==> config.mk <==
export PLATFORM = sky130hd
export DESIGN_NAME = slot_state_tracker
export DESIGN_NICKNAME = d
export VERILOG_FILES = /design/src/rtl/slot_trk_pkg.sv /design/src/rtl/slot_cmd_decode.sv /design/src/rtl/slot_ctx_regs.sv /design/src/rtl/slot_cpl_out.sv /design/src/rtl/slot_state_tracker.sv
export SDC_FILE = /design/constraint.sdc
export NUM_CORES = 1
export LEC_CHECK = 0
export BUFFER_PORTS_ARGS = -buffer_cell sky130_fd_sc_hd__buf_2
export CAP_MARGIN = 5
export CELL_PAD_IN_SITES_DETAIL_PLACEMENT = 1
export CELL_PAD_IN_SITES_GLOBAL_PLACEMENT = 1
export CORE_UTILIZATION = 36
export CTS_BUF_LIST = sky130_fd_sc_hd__clkbuf_4 sky130_fd_sc_hd__clkbuf_8 sky130_fd_sc_hd__clkbuf_16
export DETAILED_ROUTE_END_ITERATION = 10
export PLACE_DENSITY_LB_ADDON = 0.1
export SYNTH_ARGS = -nofsm -noshare
export SYNTH_HDL_FRONTEND = slang
export SYNTH_HIERARCHICAL = 1
export SYNTH_SLANG_ARGS = --single-unit
export TNS_END_PERCENT = 10
==> constraint.sdc <==
create_clock -name clk -period 4.5 [get_ports clk]
set_input_delay 0.225 -clock clk [delete_from_list [all_inputs] [get_ports clk]]
set_output_delay 0.225 -clock clk [all_outputs]
set_load 0.02 [all_outputs]
==> src/rtl/slot_trk_pkg.sv <==
package slot_trk_pkg;

    typedef enum logic [1:0] {
        ST_DISABLED   = 2'b00,
        ST_DEFAULT    = 2'b01,
        ST_ADDRESSED  = 2'b10,
        ST_CONFIGURED = 2'b11
    } slot_state_e;

    typedef enum logic [1:0] {
        CC_SUCCESS     = 2'b00,
        CC_CTX_STATE   = 2'b01,
        CC_NOT_ENABLED = 2'b10
    } cpl_code_e;

    typedef enum logic [1:0] {
        ADDR_KEEP,
        ADDR_CLEAR,
        ADDR_LOAD
    } addr_act_e;

    typedef enum logic [1:0] {
        EP_KEEP,
        EP_CLEAR_ALL,
        EP_ONLY_CTRL,
        EP_LOAD_MASK
    } ep_act_e;

    localparam logic [2:0] OP_ENABLE   = 3'd0;
    localparam logic [2:0] OP_DISABLE  = 3'd1;
    localparam logic [2:0] OP_SET_ADDR = 3'd2;
    localparam logic [2:0] OP_CONFIG   = 3'd3;
    localparam logic [2:0] OP_RESET    = 3'd4;

    typedef struct packed {
        logic        apply;
        slot_state_e nxt;
        addr_act_e   addr_act;
        ep_act_e     ep_act;
        cpl_code_e   code;
        logic        give_id;
    } slot_dec_t;

    function automatic logic is_live(input slot_state_e st);
        return (st == ST_ADDRESSED) || (st == ST_CONFIGURED);
    endfunction

    function automatic slot_dec_t slot_decide(
        input logic [2:0]  op,
        input slot_state_e st,
        input logic        addr_nz,
        input logic        mask_nz
    );
        slot_dec_t d;
        d.apply    = 1'b0;
        d.nxt      = st;
        d.addr_act = ADDR_KEEP;
        d.ep_act   = EP_KEEP;
        d.code     = CC_CTX_STATE;
        d.give_id  = 1'b0;
        case (op)
            OP_ENABLE: begin
                if (st == ST_DISABLED) begin
                    d.apply    = 1'b1;
                    d.nxt      = ST_DEFAULT;
                    d.addr_act = ADDR_CLEAR;
                    d.ep_act   = EP_ONLY_CTRL;
                    d.code     = CC_SUCCESS;
                    d.give_id  = 1'b1;
                end
            end
            OP_DISABLE: begin
                d.apply    = 1'b1;
                d.nxt      = ST_DISABLED;
                d.addr_act = ADDR_CLEAR;
                d.ep_act   = EP_CLEAR_ALL;
                d.code     = CC_SUCCESS;
            end
            OP_SET_ADDR: begin
                if (st == ST_DISABLED) begin
                    d.code = CC_NOT_ENABLED;
                end else if (st == ST_DEFAULT && addr_nz) begin
                    d.apply    = 1'b1;
                    d.nxt      = ST_ADDRESSED;
                    d.addr_act = ADDR_LOAD;
                    d.code     = CC_SUCCESS;
                end
            end
            OP_CONFIG: begin
                if (st == ST_DISABLED) begin
                    d.code = CC_NOT_ENABLED;
                end else if (is_live(st)) begin
                    d.apply  = 1'b1;
                    d.nxt    = mask_nz ? ST_CONFIGURED : ST_ADDRESSED;
                    d.ep_act = mask_nz ? EP_LOAD_MASK : EP_ONLY_CTRL;
                    d.code   = CC_SUCCESS;
                end
            end
            OP_RESET: begin
                if (st == ST_DISABLED) begin
                    d.code = CC_NOT_ENABLED;
                end else if (is_live(st)) begin
                    d.apply    = 1'b1;
                    d.nxt      = ST_DEFAULT;
                    d.addr_act = ADDR_CLEAR;
                    d.ep_act   = EP_ONLY_CTRL;
                    d.code     = CC_SUCCESS;
                end
            end
            default: d.code = CC_CTX_STATE;
        endcase
        return d;
    endfunction

endpackage

==> src/rtl/slot_cmd_decode.sv <==
module slot_cmd_decode
    import slot_trk_pkg::*;
#(
    parameter int NUM_EP = 31,
    parameter int ADDR_W = 7
) (
    input  logic [2:0]        op,
    input  logic [ADDR_W-1:0] addr,
    input  logic [NUM_EP-1:0] ep_mask,
    input  slot_state_e       cur_state,
    output slot_dec_t         dec
);
    logic addr_nz;
    logic mask_nz;

    assign addr_nz = |addr;
    assign mask_nz = |ep_mask[NUM_EP-1:1];

    always_comb begin
        dec = slot_decide(op, cur_state, addr_nz, mask_nz);
    end
endmodule

==> src/rtl/slot_ctx_regs.sv <==
module slot_ctx_regs
    import slot_trk_pkg::*;
#(
    parameter int NUM_EP = 31,
    parameter int ADDR_W = 7
) (
    input  logic              clk,
    input  logic              rst,
    input  logic              accept,
    input  slot_dec_t         dec,
    input  logic [ADDR_W-1:0] new_addr,
    input  logic [NUM_EP-1:0] new_mask,
    output slot_state_e       state_q,
    output logic [ADDR_W-1:0] addr_q,
    output logic [NUM_EP-1:0] ep_q
);
    localparam logic [NUM_EP-1:0] CTRL_ONLY = NUM_EP'(1);

    always_ff @(posedge clk) begin
        if (rst) begin
            state_q <= ST_DISABLED;
            addr_q  <= '0;
            ep_q    <= '0;
        end else if (accept && dec.apply) begin
            state_q <= dec.nxt;
            case (dec.addr_act)
                ADDR_CLEAR: addr_q <= '0;
                ADDR_LOAD:  addr_q <= new_addr;
                default:    addr_q <= addr_q;
            endcase
            case (dec.ep_act)
                EP_CLEAR_ALL: ep_q <= '0;
                EP_ONLY_CTRL: ep_q <= CTRL_ONLY;
                EP_LOAD_MASK: ep_q <= new_mask | CTRL_ONLY;
                default:      ep_q <= ep_q;
            endcase
        end
    end
endmodule

==> src/rtl/slot_cpl_out.sv <==
module slot_cpl_out
    import slot_trk_pkg::*;
#(
    parameter int              SLOT_W  = 8,
    parameter logic [SLOT_W-1:0] SLOT_ID = 1
) (
    input  logic              clk,
    input  logic              rst,
    input  logic              accept,
    input  slot_dec_t         dec,
    output logic              cpl_valid_q,
    output cpl_code_e         cpl_code_q,
    output logic [SLOT_W-1:0] cpl_id_q,
    output logic              ready_q
);
    always_ff @(posedge clk) begin
        if (rst) begin
            cpl_valid_q <= 1'b0;
            cpl_code_q  <= CC_SUCCESS;
            cpl_id_q    <= '0;
            ready_q     <= 1'b1;
        end else begin
            cpl_valid_q <= accept;
            ready_q     <= !(accept && dec.give_id);
            if (accept) begin
                cpl_code_q <= dec.code;
                cpl_id_q   <= dec.give_id ? SLOT_ID : '0;
            end
        end
    end
endmodule

==> src/rtl/slot_state_tracker.sv <==
module slot_state_tracker
    import slot_trk_pkg::*;
#(
    parameter int                NUM_EP  = 31,
    parameter int                ADDR_W  = 7,
    parameter int                SLOT_W  = 8,
    parameter logic [SLOT_W-1:0] SLOT_ID = 1
) (
    input  logic              clk,
    input  logic              rst,
    input  logic              cmd_valid,
    input  logic [2:0]        cmd_op,
    input  logic [ADDR_W-1:0] cmd_addr,
    input  logic [NUM_EP-1:0] cmd_ep_mask,
    output logic              cmd_ready,
    output logic              cpl_valid,
    output logic [1:0]        cpl_code,
    output logic [SLOT_W-1:0] cpl_slot_id,
    output logic [1:0]        slot_state,
    output logic [ADDR_W-1:0] dev_addr,
    output logic [NUM_EP-1:0] ep_enable
);
    slot_dec_t   dec;
    slot_state_e state_q;
    cpl_code_e   code_q;
    logic        accept;

    assign accept = cmd_valid && cmd_ready;

    slot_cmd_decode #(.NUM_EP(NUM_EP), .ADDR_W(ADDR_W)) u_dec (
        .op        (cmd_op),
        .addr      (cmd_addr),
        .ep_mask   (cmd_ep_mask),
        .cur_state (state_q),
        .dec       (dec)
    );

    slot_ctx_regs #(.NUM_EP(NUM_EP), .ADDR_W(ADDR_W)) u_ctx (
        .clk      (clk),
        .rst      (rst),
        .accept   (accept),
        .dec      (dec),
        .new_addr (cmd_addr),
        .new_mask (cmd_ep_mask),
        .state_q  (state_q),
        .addr_q   (dev_addr),
        .ep_q     (ep_enable)
    );

    slot_cpl_out #(.SLOT_W(SLOT_W), .SLOT_ID(SLOT_ID)) u_cpl (
        .clk         (clk),
        .rst         (rst),
        .accept      (accept),
        .dec         (dec),
        .cpl_valid_q (cpl_valid),
        .cpl_code_q  (code_q),
        .cpl_id_q    (cpl_slot_id),
        .ready_q     (cmd_ready)
    );

    assign slot_state = state_q;
    assign cpl_code   = code_q;
endmodule

; Yosys cells after proc, flatten, opt, wreduce, memory -nomap -nowiden
; Index checks and enable logic that the tools add are counted.
[totals]
ff_bits = 52
latch_bits = 0
ram_bits = 0
mem_bits_ro = 0
input_bits = 44
out_inout_bits = 52
wordCells = 64
memories = 0
[classes]
addsub = 0
mul = 0
div = 0
order_cmp = 0
eq_ne = 19
n_shift = 0
n_mux = 22
bitwise = 0
n_reduce_logical = 16
[ops]
columns = cell, count
row1 = $pmux 31 s3, 1
row2 = $reduce_or 30->1, 1
row3 = $pmux 2 s4, 2
row4 = $pmux 3 s5, 1
row5 = $pmux 7 s2, 1
row6 = $eq 2x2->1 const B, 5
row7 = $mux 10, 1
row8 = $mux 5, 2
row9 = $pmux 2 s5, 1
row10 = $mux 9, 1
row11 = $reduce_and 9->1, 1
row12 = $mux 2, 4
row13 = $ne 2x1->1 const B, 4
row14 = $mux 7, 1
row15 = $reduce_or 7->1, 1
row16 = $eq 2x1->1 const B, 3
row17 = $eq 3x2->1 const B, 2
row18 = $mux 3, 2
row19 = $ne 2x2->1 const B, 3
row20 = $reduce_bool 5->1, 1
row21 = $logic_and 1x1->1, 4
row22 = $mux 1, 4
row23 = $mux 4, 1
row24 = $reduce_and 2->1, 2
row25 = 8 further kinds, 8

; Depth between registers and ports, before layout
; Gate-level depths: netlist (run 1).
[depth]
word_depth = 8
depth_mapped = 11
mapped_depth_nobuf = 9

; By module
; Netlist (run 1), hierarchy kept.
[by_module_without_submodules]
columns = module, n_inst, cells_each, area_per_inst_um2, seq_area_each_um2
row1 = slot_ctx_regs, 1, 119, 1401.3, 800.8
row2 = slot_cmd_decode, 1, 64, 376.6, 0.0
row3 = slot_cpl_out, 1, 22, 216.5, 100.1
row4 = slot_state_tracker, 1, 1, 6.3, 0.0

; Worst setup path before layout (run 1)
; OpenSTA, ideal clock, no wires.
[synth_path]
kind = input port to flip-flop
from = input cmd_addr[2]
to = register u_ctx.addr_q[6]
arrival_time_ns = 2.128
required_ns = 4.430
slack_ns = 2.301
stages = 9
path_buffers = 1
path_cell_list = or4_4 > or4_4 > nand2_1 > nor2_1 > ha_1 > and3b_2 > buf_2 > nand3_1 > a21oi_1
[synth_rtl]
columns = item, line_no
row1 = start: declaration, slot_state_tracker.sv:13  ; input logic [ADDR_W-1:0] cmd_addr,
row2 = end signal: assignment, slot_ctx_regs.sv:28  ; ADDR_LOAD: addr_q <= new_addr;
row3 = end signal: assignment, slot_ctx_regs.sv:29  ; default: addr_q <= addr_q;
row4 = end: declaration, slot_ctx_regs.sv:14  ; output logic [ADDR_W-1:0] addr_q,

==> run_results.csv, run 1 <==
group,metric,value,unit
timing,max_freq,411,MHz
critical_path,startpoint,"cmd_addr[2]",
route,dr.first_iter.drc_count,35,
floorplan,die_h,76.6,µm
floorplan,ios,96,
clock_network,root_buffer,"clkbuf_8",
global_route,overflow,0,
clock_network,postCtsHoldBufs,0,
synthesis,synthCells,206,
critical_path,crit_end,"u_ctx/ep_q[19]$_SDFFE_PP0P_",
floorplan,start_util,0.382,
critical_path,arrival,2670,ps
synthesis,synth_top_flop_cell,"dfxtp_1",
synthesis,ys_seq_area_frac,0.450,
route,post_drt_wl_per_cell,14.8,µm
status,status,"complete, no violations",
clock_network,clock-sinks,45,
global_route,antenna_found_initial,0,
finish,finalNonFillerCells,355,
timing,rsz0062_at_grt,"false",
pwr,leakagePower,1.15,nW
timing,tns,0,ps
clock_network,path_clk_slew,80,ps
clock_network,cts_tree,"yes",
critical_path,r2r-start,"u_ctx/state_q[1]$_SDFFE_PP0P_",
clock_network,cts_resized,0,
flow_run,max_cap_violations,0,
synthesis,async_flop_share,0,
floorplan,coreArea,0.00524,mm²
critical_path,crit_type,"input pin to register",
place,place_congestion,0.758,
place,portBuffers,87,
finish,antenna-diode-count,0,
timing,drv_slew,0,
clock_network,clk_path_buf_depth,2,
synthesis,synth_cell_types,45,
pwr,finalPower,0.000790,W
clock_network,h-tree-depth,2,
floorplan,die_w,76.6,µm
timing,setup_slack,2070,ps
global_route,track_usage,0.178,
pwr,power.density,316,mW/mm²
critical_path,crit_fanout,30,
pwr,ir_drop,161,µV
timing,min_period,2430,ps
timing,clock_skew,2.25,ps
timing,hold_viol,0,
global_route,grt_pass1_vias,1731,
synthesis,ys_top_cells_by_area,"dfxtp_1 45%, a22o_1 13%, buf_6 4.5%",
timing,setup_violations,0,
clock_network,cts_setup_buffers,0,
route,first_pass_iters,4,
critical_path,ff2ff_path_depth,6,
global_route,grt_pass1_wl,8310,µm
synthesis,syn_area,0.00200,mm²
synthesis,yosysWarnings,6,
timing,relSlewSlack,0.460,
synthesis,synth_top_area_frac,0.450,
synthesis,synth_most_common_cell,"dfxtp_1",
synthesis,synthTopCellsByCount,"45 x dfxtp_1, 30 x a22o_1, 14 x a21oi_1, 14 x nand2_1, 12 x nor2_1",
synthesis,synth_edf_count,0,
synthesis,synth.avg_cell_area,9.71,µm²
synthesis,synth_area_leader_cell,"dfxtp_1",
route,wl,5250,µm
critical_path,cp-start-kind,"input pin",
critical_path,endpoint_kind,"register",
critical_path,worstPathRequired,4730,ps
floorplan,rows,26,
place,preCtsSetupSlack,1750,ps
place,dp_hpwl,3790,µm
critical_path,r2r_slack,2120,ps
finish,nFillCells,668,
route,viasPerCell,5.18,
timing,fin_crit_sh,0.541,
floorplan,die_area,0.00586,mm²
place,dp_cells,347,
worst_hold_path,holdCritPathClass,"input pin to register",
clock_network,cts_made_buffers,5,
clock_network,insertion_delay,290,ps
route,num_vias,1839,
finish,final_net_count,329,
synthesis,ys_ff_latch,45,
timing,tightest_slew,810,ps
finish,syn_to_final_growth,24.8,%
global_route,grt_max_degree,31,
finish,drive_gt1_frac,0.368,
route,post-route-drc-count,0,
route,final_antenna_net_count,0,
critical_path,r2r-end,"u_ctx/ep_q[19]$_SDFFE_PP0P_",
[stage by stage]
stage	utilization	hold slack, ps	cell area (µm²)
final	0.477	169	2500
after global routing	0.477	157	2500
after CTS	0.477	158	2500
after detailed placement	0.455	448	2380
after global placement	0.455	437	2380
after floorplan	-	297	2020
[cell families (layout without fill, tap and decap cells)]
logic type | Yosys count | after routing | synth area share
AOI/OAI and AO/OA | 61 | 61 | 0.237
xor gates and xnor gates | 1 | 1 | 0.00438
adders and majority gates | 1 | 1 | 0.00625
buffers and inverters | 27 | 100 | 0.0951
DFF | 45 | 45 | 0.450
muxes | 3 | 3 | 0.0150
other | 1 | 7 | 0.00187
and+or+nand+nor | 67 | 67 | 0.190
[per-layer routing]
metal  track usage  share of wire  routed length [µm]  up-vias
met1         0.230           0.46                2420      879
li1              -              -                   -      904
met4        0.0519         0.0059                  31        0
met5             0              0                   0        -
met2         0.298           0.49                2580       54
met3        0.0323          0.041                 215        2
[report_power, final]
group          leakage (nW)  internal [W]  switching (W)
registers             0.363      0.000401     0.00000204
logic                 0.729     0.0000304      0.0000496
clock network        0.0588      0.000173       0.000135
total                  1.15      0.000604       0.000187
[cell type report]
cell class	count	area, µm²	area share
clock inverters	2	38.8	0.0155
flip-flops and latches	45	901	0.361
inverters	3	11.3	0.00451
repair buffers	89	450	0.180
clock buffers	6	76.3	0.0306
well taps	70	87.6	0.0351
multi-input cells	140	932	0.373
[worst max-delay path: stages]
cell	delay, ps
buf_2	110
or4_4	540
or4_4	430
a31oi_1	190
o31ai_1	80
buf_4	190
a31oi_4	640
a22o_1	240
[sequential cells by signal (all words and copies together), names as in the netlist]
name               flops
u_ctx/ep_q            31
u_cpl/cpl_valid_q      1
u_cpl/ready_q          1
u_cpl/cpl_id_q         1
u_ctx/state_q          2
u_cpl/cpl_code_q       2
u_ctx/addr_q           7
[how the worst min path moves through the flow]
stage,start,to,cells past startpoint
floorplan,rst,u_cpl/cpl_valid_q$_SDFF_PP0_,1
global placement,u_ctx/addr_q[2]$_SDFFE_PP0P_,u_ctx/addr_q[2]$_SDFFE_PP0P_,2
detailed placement,u_ctx/addr_q[3]$_SDFFE_PP0P_,u_ctx/addr_q[3]$_SDFFE_PP0P_,2
CTS,cmd_ep_mask[29],u_ctx/ep_q[29]$_SDFFE_PP0P_,2
global route,cmd_ep_mask[23],u_ctx/ep_q[23]$_SDFFE_PP0P_,2
finish,cmd_ep_mask[20],u_ctx/ep_q[20]$_SDFFE_PP0P_,2
[layout by cell type, fill, tap and decap left out, types with 3 or more instances in the layout]
| cell type | instances |
|---|---|
| a22o_1 | 30 |
| nand2_1 | 14 |
| dfxtp_1 | 45 |
| nand3_1 | 10 |
| mux2i_1 | 3 |
| a21oi_1 | 14 |
| o21ai_0 | 4 |
| clkbuf_8 | 5 |
| nor2_1 | 12 |
| conb_1 | 7 |
| nor2b_1 | 4 |
| buf_2 | 87 |
| inv_1 | 3 |
| nor4_1 | 8 |
Note: power is estimated with default switching activity, not from simulation.
==> run 2, diff against run 1 <==
ABC_AREA = 1   (was unset)
CORE_UTILIZATION = 28   (was 36)
clock period = 2 ns   (was 4.5 ns; I/O delays follow)
==> run_results.csv, run 2 <==
group,metric,value,unit
status,status,"complete, no violations",
synthesis,synth_edf_count,0,
timing,drv_slew,0,
pwr,seq_power_share,0.531,
clock_network,h-tree-depth,2,
timing,hold_ws,34.7,ps
clock_network,clock-sinks,45,
floorplan,die_h,88.9,µm
route,num_vias,2148,
critical_path,cp-start-kind,"register",
floorplan,start_util,0.290,
route,first_pass_iters,4,
timing,max_freq,556,MHz
finish,largest_register_ffs,31,
global_route,grt_max_degree,32,
critical_path,worstPathRequired,2230,ps
floorplan,die_area,0.00790,mm²
synthesis,synth_most_common_cell,"nand2_1",
clock_network,cts_made_buffers,5,
pwr,p_sw_frac,0.285,
place,dp_hpwl,4430,µm
synthesis,syn_area,0.00211,mm²
worst_hold_path,holdCritPathClass,"input pin to register",
finish,final_common_cell,"nand2_1",
route,viasPerCell,4.28,
timing,setup_violations,0,
finish,layout_common_cells,"98 x nand2_1, 87 x buf_2, 44 x dfxtp_1, 41 x nor2_1, 38 x a21oi_1",
route,wl,5850,µm
finish,antenna-diode-count,0,
pwr,comb_power_share,0.130,
timing,rsz0062_at_grt,"false",
critical_path,slowest_stage,"dfxtp_1",
worst_hold_path,hold_path.startpoint,"cmd_addr[2]",
critical_path,crit_path_cell_trace,"nor2_2 -> nand2_1 -> nand3_2 -> nor2_1 -> o21ai_1 -> nand2_2 -> inv_2 -> nand2_2 -> buf_6 -> nand2_1 -> a21oi_1",
pwr,ir_drop,237,µV
critical_path,crit_fanout,31,
floorplan,ios,96,
clock_network,clk_path_buf_depth,2,
synthesis,ys_top_cells_by_area,"dfxtp_1 43%, nand2_1 17%, a21oi_1 9.0%",
global_route,overflow,0,
finish,fin_area,0.00273,mm²
clock_network,cts_setup_buffers,0,
critical_path,endpoint_kind,"register",
place,portBuffers,87,
global_route,grt_pass1_wl,9400,µm
finish,syn_to_final_growth,29.0,%
finish,regMostFlops,"u_ctx/ep_q",
place,place_area,0.00263,mm²
finish,drive_gt1_frac,0.290,
synthesis,synthCells,314,
route,dr.first_iter.drc_count,22,
global_route,track_usage,0.154,
synthesis,ys_seq_area_frac,0.426,
critical_path,r2r-start,"u_ctx/state_q[0]$_SDFFE_PP0P_",
timing,min_period,1800,ps
clock_network,cts_tree,"yes",
global_route,antenna_found_initial,0,
finish,reg_top3,"u_ctx/ep_q x31, u_ctx/addr_q x7",
place,place_congestion,0.793,
route,post-route-drc-count,0,
synthesis,synth_top_flop_cell,"dfxtp_1",
finish,register_area,902,µm²
finish,final_net_count,447,
pwr,p_sw,0.000493,W
flow_run,max_cap_violations,0,
floorplan,rows,31,
timing,hold_viol,0,
timing,fin_crit_sh,0.900,
synthesis,yosysWarnings,6,
clock_network,root_buffer,"clkbuf_8",
pwr,p_int,0.00124,W
synthesis,ys_ff_latch,45,
floorplan,die_w,88.9,µm
critical_path,arrival,2030,ps
clock_network,insertion_delay,300,ps
critical_path,crit_type,"register to register",
synthesis,synth_top_area_frac,0.426,
synthesis,async_flop_share,0,
pwr,power.density,634,mW/mm²
critical_path,startpoint,"u_ctx/state_q[0]$_SDFFE_PP0P_",
global_route,grt_pass1_vias,2049,
pwr,leakagePower,1.34,nW
synthesis,synth_area_leader_cell,"dfxtp_1",
critical_path,slowest_delay,430,ps
synthesis,synth_cell_types,23,
floorplan,coreArea,0.00729,mm²
timing,clock_skew,8.88,ps
route,post_drt_wl_per_cell,11.7,µm
finish,nFillCells,988,
timing,tns,0,ps
pwr,clockPowerShare,0.339,
route,final_antenna_net_count,0,
finish,multi_input_comb_area,991,µm²
synthesis,synth.avg_cell_area,6.73,µm²
synthesis,synthTopCellsByCount,"98 x nand2_1, 45 x dfxtp_1, 42 x nor2_1",
clock_network,path_clk_slew,90,ps
==> run 2: logic make-up after synthesis <==
family	share of synthesized area
compound gates	0.143
fa+ha+maj	0.00592
simple gates	0.307
flops	0.426
other cells	0.00177
buf+inv	0.117
==> run 2: final cells by class <==
cell class                 instances  share of cell area
tap                               99              0.0454
clock buffer                       5              0.0252
inverter                          37              0.0509
multi-input combinational        222               0.363
timing repair buffer              91               0.177
sequential                        45               0.331
clock inverter                     3             0.00780
==> run 2: worst max-delay path, delay by kind of cell (launching register included) <==
kind | cells | cell delay, ps
and+or+nand+nor | 7 | 720
buffers and inverters | 2 | 340
AOI/OAI and AO/OA | 2 | 220
DFF | 1 | 430
==> run 2: path summary, 6_finish.rpt <==
kind	end	slack, ps	depth (start not counted)
setup / recovery	u_ctx/ep_q[11]$_SDFFE_PP0P_	200	11
hold / removal	u_ctx/addr_q[2]$_SDFFE_PP0P_	30	3
setup reg to reg	u_ctx/ep_q[11]$_SDFFE_PP0P_	200	11
hold reg to reg	u_ctx/ep_q[22]$_SDFFE_PP0P_	460	2
==> run 2: stage by stage <==
step	utilization	total power [W]	std cells	worst slack [ps]
6_report	0.374	0.00173	502	201
5_1_grt	0.374	0.00184	502	3.18
4_1_cts	0.373	0.00177	502	15.0
3_5_place_dp	0.361	0.00117	494	61.0
3_3_place_gp	0.361	0.00116	494	110
2_1_floorplan	-	0.00108	320	296
==> run 2: layer usage <==
| metal | part of all wire | global-route usage | vias up |
|---|---|---|---|
| li1 | - | - | 1129 |
| met1 | 0.46 | 0.185 | 958 |
| met2 | 0.47 | 0.269 | 56 |
| met3 | 0.062 | 0.0406 | 5 |
| met4 | 0.012 | 0.0484 | 0 |
| met5 | 0 | 0 | - |
==> run 2: what timing repair did <==
item / CTS / global route
endpoints found under the setup margin: 0 / 36
hold buffers: 0 / 0
gates resized for setup: 0 / 3
==> run 2: power groups by stage <==
stage	combinational (W)	sequential, W	clock, W
after floorplan	0.000126	0.000954	0
after global placement	0.000225	0.000939	0
after detailed placement	0.000227	0.000939	0
after CTS	0.000228	0.000918	0.000624
after global routing	0.000257	0.000921	0.000665
final	0.000225	0.000918	0.000586
==> run 3, diff against run 2 <==
==> constraint.sdc (replaced) <==
create_clock -name clk -period 2 [get_ports clk]
set_input_delay 0.3 -clock clk [delete_from_list [all_inputs] [get_ports clk]]
set_output_delay 0.3 -clock clk [all_outputs]
set_load 0.02 [all_outputs]
==> run_results.csv, run 3 (synthesis gave the netlist of run 2 again) <==
group,metric,value,unit
timing,clock_skew,10.9,ps
clock_network,clk_path_buf_depth,2,
finish,reg_top3,"u_ctx/ep_q x31, u_ctx/addr_q x7",
pwr,power.density,634,mW/mm²
critical_path,path_depth,10,
critical_path,arrival,1940,ps
finish,final_net_count,447,
finish,nFillCells,988,
place,place_congestion,0.752,
route,dr.first_iter.drc_count,39,
global_route,track_usage,0.151,
finish,largest_register_ffs,31,
floorplan,coreArea,0.00729,mm²
timing,fin_crit_sh,0.871,
global_route,grt_pass1_vias,1949,
route,post-route-drc-count,0,
finish,drive_gt1_frac,0.288,
route,post_drt_wl_per_cell,11.6,µm
worst_hold_path,hold_path.startpoint,"cmd_addr[2]",
flow_run,max_cap_violations,0,
finish,register_area,901,µm²
floorplan,die_w,88.9,µm
route,viasPerCell,4.27,
finish,final_core_util,0.375,
floorplan,ios,96,
timing,min_period,1740,ps
floorplan,start_util,0.290,
floorplan,rows,31,
global_route,grt_max_degree,32,
route,wl,5830,µm
critical_path,crit_type,"register to register",
finish,syn_to_final_growth,29.4,%
pwr,ir_drop,213,µV
worst_hold_path,min_to,"u_ctx/addr_q[2]$_SDFFE_PP0P_",
critical_path,endpoint_kind,"register",
timing,max_freq,574,MHz
clock_network,clock-sinks,45,
clock_network,cts_made_buffers,5,
clock_network,cts_setup_buffers,0,
clock_network,cts_tree,"yes",
critical_path,crit_path_cell_trace,"nor2_2 -> nand2_1 -> nand3_2 -> nor2_1 -> o21ai_1 -> nand2_2 -> inv_2 -> nand2_1 -> a21oi_1 -> nor2_1",
floorplan,die_h,88.9,µm
finish,regMostFlops,"u_ctx/ep_q",
status,status,"complete, no violations",
critical_path,slowest_stage,"dfxtp_1",
pwr,leakagePower,1.34,nW
clock_network,root_buffer,"clkbuf_8",
finish,antenna-diode-count,0,
clock_network,insertion_delay,310,ps
critical_path,path_delay_family,"simple AND/OR/NAND/NOR gates",
critical_path,r2r_slack,260,ps
finish,layout_common_cells,"98 x nand2_1, 87 x buf_2, 45 x dfxtp_1, 41 x nor2_1, 38 x a21oi_1",
global_route,grt_pass1_wl,9120,µm
timing,tns,0,ps
timing,rsz0062_at_grt,"false",
place,dp_hpwl,4400,µm
critical_path,r2r-start,"u_ctx/state_q[1]$_SDFFE_PP0P_",
clock_network,cts_resized,0,
route,final_antenna_net_count,0,
finish,final_common_cell,"nand2_1",
clock_network,postCtsHoldBufs,0,
route,first_pass_iters,4,
timing,hold_viol,0,
clock_network,h-tree-depth,2,
critical_path,cp-start-kind,"register",
floorplan,die_area,0.00790,mm²
timing,drv_slew,0,
place,preCtsSetupSlack,78.3,ps
timing,setup_violations,0,
timing,setup_slack,258,ps
critical_path,worstPathRequired,2200,ps
global_route,overflow,0,
route,num_vias,2143,
global_route,antenna_found_initial,0,
worst_hold_path,hold_path_depth,3,
critical_path,ff2ff_path_depth,10,
critical_path,slowest_delay,380,ps
critical_path,critical_path_buf_inv_count,1,
critical_path,crit_fanout,6,
critical_path,r2r-end,"u_ctx/addr_q[5]$_SDFFE_PP0P_",
finish,multi_input_comb_area,991,µm²
worst_hold_path,holdCritPathClass,"input pin to register",
clock_network,path_clk_slew,90,ps
place,portBuffers,87,
[run 3: cell count changes in the layout (fill, tap and decap cells not counted)]
cell and change:
buf_12 +1, buf_6 -1, clkbuf_4 +1, clkinv_2 -1, clkinvlp_4 +1, dfxtp_1 +1
dfxtp_2 -1, inv_6 -1
[run 3: per-layer routing]
metal  GRT usage  routed length [µm]  vias up  share of wire
li1            -                   -     1126              -
met1       0.184                2710      954           0.46
met2       0.252                2670       59           0.46
met3      0.0499                 398        4          0.068
met4      0.0484                  49        0         0.0084
met5           0                   0        -              0
[run 3: cell type report]
class,instances,area share
clock buffer,6,0.0279
multi-input combinational,222,0.362
tap,99,0.0453
clock inverter,2,0.00549
timing repair buffer,91,0.179
inverter,37,0.0508
sequential,45,0.329
[run 3: worst register-to-register path: stages, from the launching register on]
cell and delay, ps:
dfxtp_1 380, nor2_2 210, nand2_1 140, nand3_2 100, nor2_1 40, o21ai_1 90, nand2_2 130, inv_2 140
nand2_1 170, a21oi_1 180, nor2_1 60
[run 3: worst max path at each step]
stage	from	endpoint	slack, ps
after floorplan	u_ctx/state_q[1]$_SDFFE_PP0P_	u_ctx/addr_q[3]$_SDFFE_PP0P_	300
after global placement	cmd_op[0]	u_ctx/addr_q[5]$_SDFFE_PP0P_	110
after detailed placement	cmd_op[0]	u_ctx/addr_q[5]$_SDFFE_PP0P_	80
after CTS	u_ctx/state_q[1]$_SDFFE_PP0P_	u_ctx/addr_q[5]$_SDFFE_PP0P_	140
after global routing	u_ctx/state_q[1]$_SDFFE_PP0P_	u_ctx/addr_q[5]$_SDFFE_PP0P_	60
final	u_ctx/state_q[1]$_SDFFE_PP0P_	u_ctx/addr_q[5]$_SDFFE_PP0P_	260
[run 3: per-stage QoR]
stage / std cells / power, W / area, µm² / hold slack (ps)
6_report: 502 / 0.00173 / 2740 / 238
2_1_floorplan: 320 / 0.00108 / 2140 / 369
4_1_cts: 502 / 0.00179 / 2730 / 221
5_1_grt: 502 / 0.00185 / 2740 / 231
3_5_place_dp: 494 / 0.00117 / 2640 / 451
3_3_place_gp: 494 / 0.00116 / 2640 / 444
[run 3: report_power, final]
| group | internal (W) | total [W] | switching, W | leakage [nW] |
|---|---|---|---|---|
| registers | 0.000909 | 0.000918 | 0.00000961 | 0.364 |
| clock network | 0.000260 | 0.000591 | 0.000331 | 0.0408 |
| logic | 0.0000808 | 0.000226 | 0.000145 | 0.938 |
| total | 0.00125 | 0.00173 | 0.000485 | 1.34 |
